### src/rtl/stim_seq_pkg.sv
package stim_seq_pkg;
  typedef enum logic [2:0] {
    ST_HUNT     = 3'd0,
    ST_CFG_RX   = 3'd1,
    ST_CFG_GO   = 3'd2,
    ST_ROW_RX   = 3'd3,
    ST_SYNC_CHK = 3'd4,
    ST_SYNC_OK  = 3'd5
  } seq_state_e;
endpackage

### src/rtl/bit_tally.sv
// Wrapping counter: counts enabled cycles and flags the last value before wrap.
module bit_tally #(
  parameter int LIMIT = 40,
  localparam int CW = (LIMIT > 1) ? $clog2(LIMIT) : 1
) (
  input  logic clk,
  input  logic rst_n,
  input  logic clr_i,
  input  logic en_i,
  output logic last_o
);
  logic [CW-1:0] cnt_q, cnt_d;

  assign last_o = (cnt_q == CW'(LIMIT - 1));

  always_comb begin
    cnt_d = cnt_q;
    if (clr_i)       cnt_d = '0;
    else if (en_i)   cnt_d = last_o ? '0 : cnt_q + CW'(1);
  end

  always_ff @(posedge clk or negedge rst_n) begin
    if (!rst_n) cnt_q <= '0;
    else        cnt_q <= cnt_d;
  end
endmodule

### src/rtl/row_ring.sv
// One-hot ring of STAGES flops; stage 0 is the preset idle stage.
module row_ring #(
  parameter int STAGES = 6
) (
  input  logic              clk,
  input  logic              rst_n,
  input  logic              hold_i,
  input  logic              step_i,
  output logic [STAGES-1:0] sel_o
);
  logic [STAGES-1:0] sel_q;

  for (genvar i = 0; i < STAGES; i++) begin : g_stage
    localparam logic PRESET = (i == 0);
    localparam int   PREV   = (i == 0) ? STAGES - 1 : i - 1;
    logic d;
    always_comb begin
      d = sel_q[i];
      if (hold_i)      d = PRESET;
      else if (step_i) d = sel_q[PREV];
    end
    always_ff @(posedge clk or negedge rst_n) begin
      if (!rst_n) sel_q[i] <= PRESET;
      else        sel_q[i] <= d;
    end
  end

  assign sel_o = sel_q;
endmodule

### src/rtl/seq_fsm.sv
module seq_fsm
  import stim_seq_pkg::*;
#(
  parameter int          MON_W      = 16,
  parameter logic [15:0] START_WORD = 16'hEEEE,
  parameter logic [15:0] SYNC_WORD  = 16'hAAAA
) (
  input  logic             clk,
  input  logic             rst_n,
  input  logic [MON_W-1:0] mon_word_i,
  input  logic             bit_last_i,
  input  logic             pkt_last_i,
  output logic             bit_en_o,
  output logic             bit_clr_o,
  output logic             pkt_en_o,
  output logic             pkt_clr_o,
  output logic             clear_o,
  output logic             cfg_o,
  output logic             arm_o,
  output logic             scan_o,
  output logic             strobe_o
);
  seq_state_e state_q, state_d;
  logic       edge_q, edge_d;
  logic       start_hit, sync_hit;

  assign start_hit = (mon_word_i[15:0] == START_WORD);
  assign sync_hit  = (mon_word_i[15:0] == SYNC_WORD);

  always_comb begin
    state_d = state_q;
    unique case (state_q)
      ST_HUNT:     if (start_hit) state_d = ST_CFG_RX;
      ST_CFG_RX:   if (bit_last_i) state_d = ST_CFG_GO;
      ST_CFG_GO:   state_d = ST_ROW_RX;
      ST_ROW_RX:   if (bit_last_i && pkt_last_i) state_d = ST_SYNC_CHK;
      ST_SYNC_CHK: state_d = sync_hit ? ST_SYNC_OK : ST_HUNT;
      ST_SYNC_OK:  state_d = ST_ROW_RX;
      default:     state_d = ST_HUNT;
    endcase
  end

  assign edge_d = (state_q == ST_ROW_RX) && bit_last_i;

  always_ff @(posedge clk or negedge rst_n) begin
    if (!rst_n) begin
      state_q <= ST_HUNT;
      edge_q  <= 1'b0;
    end else begin
      state_q <= state_d;
      edge_q  <= edge_d;
    end
  end

  assign bit_en_o  = (state_q == ST_CFG_RX) || (state_q == ST_ROW_RX);
  assign bit_clr_o = !bit_en_o;
  assign pkt_en_o  = (state_q == ST_ROW_RX) && bit_last_i;
  assign pkt_clr_o = !((state_q == ST_ROW_RX) || (state_q == ST_SYNC_CHK));

  assign clear_o  = (state_q == ST_HUNT) || (state_q == ST_CFG_RX);
  assign cfg_o    = (state_q == ST_CFG_GO);
  assign scan_o   = (state_q == ST_ROW_RX) || (state_q == ST_SYNC_CHK) ||
                    (state_q == ST_SYNC_OK);
  assign arm_o    = (state_q == ST_ROW_RX) && !edge_q;
  assign strobe_o = edge_q;
endmodule

### src/rtl/stim_frame_ctrl.sv
module stim_frame_ctrl #(
  parameter int          PKT_BITS   = 40,
  parameter int          ROWS       = 5,
  parameter int          MON_W      = 16,
  parameter logic [15:0] START_WORD = 16'hEEEE,
  parameter logic [15:0] SYNC_WORD  = 16'hAAAA,
  localparam int         PKTS       = ROWS + 1
) (
  input  logic             clk,
  input  logic             rst_n,
  input  logic [MON_W-1:0] mon_word_i,
  output logic             clear_o,
  output logic             cfg_o,
  output logic             timer_arm_o,
  output logic             scan_en_o,
  output logic             row_latch_o,
  output logic             row_step_o,
  output logic [ROWS:0]    row_sel_o
);
  logic bit_en, bit_clr, bit_last;
  logic pkt_en, pkt_clr, pkt_last;
  logic strobe;

  bit_tally #(.LIMIT(PKT_BITS)) u_bits (
    .clk(clk), .rst_n(rst_n), .clr_i(bit_clr), .en_i(bit_en), .last_o(bit_last)
  );

  bit_tally #(.LIMIT(PKTS)) u_pkts (
    .clk(clk), .rst_n(rst_n), .clr_i(pkt_clr), .en_i(pkt_en), .last_o(pkt_last)
  );

  seq_fsm #(
    .MON_W(MON_W), .START_WORD(START_WORD), .SYNC_WORD(SYNC_WORD)
  ) u_fsm (
    .clk(clk), .rst_n(rst_n), .mon_word_i(mon_word_i),
    .bit_last_i(bit_last), .pkt_last_i(pkt_last),
    .bit_en_o(bit_en), .bit_clr_o(bit_clr),
    .pkt_en_o(pkt_en), .pkt_clr_o(pkt_clr),
    .clear_o(clear_o), .cfg_o(cfg_o), .arm_o(timer_arm_o),
    .scan_o(scan_en_o), .strobe_o(strobe)
  );

  row_ring #(.STAGES(PKTS)) u_ring (
    .clk(clk), .rst_n(rst_n), .hold_i(!scan_en_o), .step_i(strobe),
    .sel_o(row_sel_o)
  );

  assign row_latch_o = strobe;
  assign row_step_o  = strobe;
endmodule

### config.mk
export PLATFORM = sky130hd
export DESIGN_NAME = stim_frame_ctrl
export DESIGN_NICKNAME = d
export VERILOG_FILES = /design/src/rtl/stim_seq_pkg.sv /design/src/rtl/bit_tally.sv /design/src/rtl/row_ring.sv /design/src/rtl/seq_fsm.sv /design/src/rtl/stim_frame_ctrl.sv
export SDC_FILE = /design/constraint.sdc
export NUM_CORES = 1
export LEC_CHECK = 0
export BUFFER_PORTS_ARGS = -buffer_cell sky130_fd_sc_hd__buf_2
export CORE_ASPECT_RATIO = 1.2
export CORE_UTILIZATION = 50
export CTS_CLUSTER_SIZE = 10
export DETAILED_ROUTE_END_ITERATION = 10
export GPL_ROUTABILITY_DRIVEN = 0
export MAX_ROUTING_LAYER = met4
export PLACE_DENSITY = 0.75
export SLEW_MARGIN = 20
export SYNTH_ARGS = -nofsm -noshare
export SYNTH_HDL_FRONTEND = slang
export SYNTH_SLANG_ARGS = --single-unit
### constraint.sdc
create_clock -name clk -period 3.05 [get_ports clk]
set_input_delay 0.1525 -clock clk [delete_from_list [all_inputs] [get_ports clk]]
set_output_delay 0.1525 -clock clk [all_outputs]
set_load 0.02 [all_outputs]
==> results of run 1 <==
[cell usage in the layout, fill, tap and decap left out, types with 3 or more instances in the layout]
| master | n |
|---|---|
| buf_2 | 29 |
| nand2_1 | 5 |
| nand3b_1 | 3 |
| mux2i_1 | 8 |
| inv_1 | 3 |
| dfrtp_1 | 18 |
| nor2_1 | 22 |
| clkbuf_4 | 3 |
| nand2b_1 | 3 |
[kinds of logic (layout without fill, tap and decap cells)]
group	after synthesis	in the layout	synth area share, %
flip-flops	19	19	49.4
AND/OR/NAND/NOR	50	50	30.4
XOR/XNOR	4	4	3.63
adder cells (fa/ha/maj)	1	1	1.30
AO/OA/AOI/OAI	7	7	4.67
buffers and inverters	5	37	2.33
multiplexers	8	8	8.30
[repair_timing]
| item | CTS | global route |
|---|---|---|
| hold buffers | 1 | 0 |
| endpoints found under the hold margin | 18 | 0 |
| resized for setup | 0 | 0 |
| setup endpoints to repair | 0 | 0 |
[state kept, by name, indices dropped and copies added (netlist names)]
register        count
u_fsm.strobe_o      1
u_bits.cnt_q        6
u_fsm.state_q       3
u_pkts.cnt_q        3
u_ring.sel_o        6
[power by group]
part / switching [mW] / total [mW] / internal (mW)
Clock: 0.0733 / 0.122 / 0.0487
Sequential: 0.0000485 / 0.252 / 0.252
Combinational: 0.00872 / 0.0187 / 0.00998
[synthesized netlist by cell type (2+ instances only)]
| cell type | number |
|---|---|
| nor2_1 | 22 |
| dfrtp_1 | 18 |
| mux2i_1 | 8 |
| nand2_1 | 5 |
| inv_1 | 3 |
| nand2b_1 | 3 |
| nand3b_1 | 3 |
| a21oi_1 | 2 |
| nand3_1 | 2 |
| nand4_1 | 2 |
| nand4bb_1 | 2 |
| o21ai_0 | 2 |
| xnor2_1 | 2 |
| xor2_1 | 2 |
[final timing paths]
check | startpoint | end | slack [ns] | cells past startpoint
worst max-delay path | u_fsm.state_q[2] | scan_en_o | 1.21 | 5
worst min-delay path | mon_word_i[6] | u_fsm.state_q[0] | 0.31 | 5
worst max register to register | u_bits.cnt_q[0] | u_fsm.state_q[0] | 1.46 | 5
worst min register to register | u_bits.cnt_q[0] | u_bits.cnt_q[0] | 0.47 | 1
max in group asynchronous | rst_n | u_ring.sel_o[0] | 2.40 | 2
min in group asynchronous | rst_n | u_pkts.cnt_q[2] | 0.32 | 2
[layout make-up]
class,count,area (um2)
Fill cell,151,669
Sequential cell,19,477
Multi-Input combinational cell,70,465
Timing Repair Buffer,30,155
Tap cell,19,23.8
Clock buffer,3,22.5
Inverter,3,11.3
Clock inverter,1,5.00
[critical path, delay by kind of cell (launching register included)]
| family | cells | cell delay, ns |
|---|---|---|
| buf+inv | 2 | 0.28 |
| simple gates | 2 | 0.31 |
| compound gates | 1 | 0.35 |
| flops | 1 | 0.46 |
[routing by layer]
| metal | up-vias | global-route usage [%] |
|---|---|---|
| met5 | - | - |
| met1 | 379 | 21.2 |
| li1 | 395 | - |
| met3 | 2 | 3.30 |
| met2 | 38 | 36.7 |
| met4 | 0 | 10.9 |
[stage by stage]
stage,utilization (%),hold slack [ns],power [mW],instances,area (um2)
after floorplan,-,-0.143,0.259,94,965
after global placement,61.4,0.0992,0.274,140,1120
after detailed placement,61.4,0.115,0.275,140,1120
after CTS,63.4,0.300,0.401,145,1160
after global routing,63.4,0.313,0.413,145,1160
final,63.4,0.306,0.393,145,1160
==> flow_summary.ini, run 1 <==
[timing]
setup_ws_ns = 1.21
finalMaxSlewViolations = 0
fmax_mhz = 545
fin_crit_ns = 1.84
grt_setup_unrepaired = false
fin_crit_sh_pct = 60.2
finalHoldViolCount = 0
finClkSkew_ns = 0.00280
setup_viol = 0
tns_ns = 0
tightestPinTransition_ns = 0.419
max-slew-margin-rel_pct = 72.0

[placed_design]
portBuffers = 29
pre_cts_ws_ns = 1.49
dp_hpwl_um = 1450

[critical_path]
critPathSlowestCell = dfrtp_1
crit_path_end_kind = primary output
max_stage_delay_ns = 0.46
start_kind = flop
cp_max_fo = 8
critPathKind = reg -> out
path_cells = nand2b_2 -> nor2_1 -> a21oi_1 -> inv_1 -> buf_2
arrival_ns = 1.68
crit_required_ns = 2.90

[routing]
met1Wirelength_um = 735
wl_per_cell_um = 12.5
highest_layer = met4
drt_iter0_drc = 15
via_count = 814
drc = 1
dr.pass1.iters = 7
viasPerCell = 5.61
routed_wirelength_um = 1820
detail-route-antenna-nets = 0
wl_met3_um = 82
wl_met2_um = 978

[logic_synthesis]
yosys.cell_types.count = 32
ys_seq_area_share_pct = 49.4
synth_nets = 113
synthFlopType = dfrtp_1
synth_edf_count = 0
synth_area_leaders = dfrtp_1 (47%), nor2_1 (8.6%), mux2i_1 (8.3%)
synth_top_area_share_pct = 46.7
ys_ff_latch = 19
syn_inst = 94
syn_area_um2 = 965
avgSynthCellArea_um2 = 10.3
yosysWarnings = 0
async_flop_share_pct = 100
yosys.area.top_type = dfrtp_1

[cts]
clk_pin_slew_ns = 0.10
cts_setup_buffers = 0
cts_tree = done
cts_buffer_depth = 2
clock_latency_ns = 0.29
h-tree-depth = 1
cts_made_buffers = 3
cts_num_sinks = 19
cts-root-buf = clkbuf_4

[pwr]
peakVddDrop_v = 0.000245
leakage_nw = 0.512
power_density_nw_per_um2 = 339

[die]
core_um2 = 1830
core.rowCount = 17
pin_count = 30
start_util_pct = 52.7
die_h_um = 50.1
die_area_um2 = 2110
die_w_um = 42.1

[global_routing]
grt_max_degree = 20
grt_usage_pct = 20.5
grt_pass1_vias = 774
overflow = 0
grt_pass1_wl_um = 3120
antenna_found_initial = 0

[status]
status = finished, violations left
violations = DRC

[final_layout]
diodes = 0
syn_to_final_growth_pct = 20.2
final_layout_size_suffix_gt1_share_pct = 31.0
layout.nets = 146

[worst_hold_path]
holdCritPathClass = in -> reg

[run]
maxCapViolCount = 0
Power figures use the tool's default switching activity.
==> run 2, diff against run 1 <==
CORE_UTILIZATION = 44   (was 50)
PLACE_DENSITY = 0.7   (was 0.75)
clock period = 1.6 ns   (was 3.05 ns; I/O delays follow)
==> run 2 against run 1 <==
Global-route usage down 1.2 points. Non-clock buffer count up 2. Utilization down 5.7 points. Routed wire length up 7.8%. Register-to-register slack worse by 1.3 ns. Die area up 13%. The flow now finishes without violations. Critical path type unchanged. Sequential power up 90%. Cell count up 9.0%. First-iteration DRC count up 6.7%. Clock power up 100%.
==> flow_summary.ini, run 2 (same netlist as run 1, synthesis figures left out) <==
[status]
status = completed

[final_layout]
layout.nets = 148
design_area_um2 = 1190
diodes = 0
fillers = 192
syn_to_final_growth_pct = 23.9
layout_commonest_cell = buf_2
mostFrequentLayoutCells = buf_2 (29), nor2_1 (21), dfrtp_1 (17)
utilization_pct = 57.7
final_layout_size_suffix_gt1_share_pct = 34.4

[die]
die_h_um = 53.3
pin_count = 30
start_util_pct = 46.6
core.rowCount = 18
die_area_um2 = 2380
core_um2 = 2070
die_w_um = 44.7

[cts]
clk_pin_slew_ns = 0.11
cts_made_buffers = 3
cts_tree = done
cts-root-buf = clkbuf_4
h-tree-depth = 1
cts_buffer_depth = 2
clock_latency_ns = 0.30
cts_num_sinks = 19

[timing]
finalHoldViolCount = 0
setup_ws_ns = 0.0768
fin_crit_ns = 1.52
fin_crit_sh_pct = 95.2
fmax_mhz = 657
finalMaxSlewViolations = 0
tightestPinTransition_ns = 0.411
max-slew-margin-rel_pct = 72.6
finClkSkew_ns = 0.00321
whs_ns = 0.207
setup_viol = 0

[pwr]
power_density_nw_per_um2 = 639
swShare_pct = 22.4
power_frac_seq_pct = 62.9
peakVddDrop_v = 0.000318
p_int_mw = 0.593
power_frac_clock_pct = 32.4
leakage_nw = 0.517
p_comb_share_pct = 4.7
p_sw_mw = 0.171

[global_routing]
grt_pass1_vias = 792
grt_max_degree = 20
overflow = 0
grt_pass1_wl_um = 3190
antenna_found_initial = 0
grt_usage_pct = 19.3

[placed_design]
portBuffers = 29
placed_area_um2 = 1150
dp_hpwl_um = 1540
pre_cts_ws_ns = 0.0717

[worst_hold_path]
holdCritPathClass = in -> reg

[critical_path]
cp_max_fo = 8
cp-endpoint = scan_en_o
arrival_ns = 1.44
crit_required_ns = 1.52
crit_path_start = u_fsm.state_q[2]
crit_path_end_kind = primary output
reg2reg_to = u_pkts.cnt_q[1]
timing.rr.start = u_bits.cnt_q[0]
r2r_slack_ns = 0.11
critPathKind = reg -> out
reg2reg_depth = 5
start_kind = flop

[routing]
drt_iter0_drc = 16
detail-route-antenna-nets = 0
routed_wirelength_um = 1960
drc = 0
via_count = 815
dr.pass1.iters = 4
viasPerCell = 5.16
wl_per_cell_um = 12.4

[run]
maxCapViolCount = 0
-- run 2: worst min-delay path by stage --
stage               depth (start not counted)  slack [ns]                to     startpoint
floorplan                                   0       -0.22   u_bits.cnt_q[0]          rst_n
global placement                            1        0.03   u_bits.cnt_q[4]          rst_n
detailed placement                          1        0.04    u_fsm.strobe_o          rst_n
CTS                                         5        0.21  u_fsm.state_q[0]  mon_word_i[6]
global route                                5        0.26  u_fsm.state_q[0]  mon_word_i[2]
finish                                      5        0.21  u_fsm.state_q[0]  mon_word_i[6]
-- run 2: worst max-delay path: stages (launching register included) --
cell      delay [ns]
dfrtp_2         0.47
nand2b_2        0.25
nor2_2          0.13
a21oi_1         0.06
inv_1           0.07
buf_2           0.16
-- run 2: power groups by stage --
stage               sequential [mW]  combinational, mW  clock (mW)
floorplan                     0.490            0.00477           0
global placement              0.489             0.0334           0
detailed placement            0.489             0.0350           0
CTS                           0.480             0.0369       0.254
global route                  0.480             0.0408       0.268
finish                        0.480             0.0356       0.248
-- run 2: through the flow --
| step | setup TNS, ns | instances | total power, mW |
|---|---|---|---|
| after floorplan | 0 | 94 | 0.494 |
| after global placement | 0 | 153 | 0.523 |
| after detailed placement | 0 | 153 | 0.524 |
| after CTS | 0 | 158 | 0.772 |
| after global routing | -0.00470 | 158 | 0.789 |
| final | 0 | 158 | 0.763 |
-- run 2: layer usage --
metal,track usage (%),routed length (um)
met5,-,0
met4,11.6,38
met3,2.73,89
met2,34.3,999
met1,19.8,833
-- run 2: cell type report --
class | count | area (um2) | share of cell area [%]
clock buffer | 3 | 22.5 | 1.88
clock inverter | 1 | 5.00 | 0.419
inverter | 3 | 11.3 | 0.942
multi-input combinational | 70 | 470 | 39.4
sequential | 19 | 478 | 40.0
tap | 30 | 37.5 | 3.14
timing repair buffer | 32 | 170 | 14.2
-- run 2: repair_timing --
item | 4_1_cts | 5_1_grt
buffers inserted | 0 | 0
hold buffers | 1 | 0
hold endpoints to repair | 18 | 0
endpoints found under the setup margin | 0 | 4
resized for setup | 0 | 3
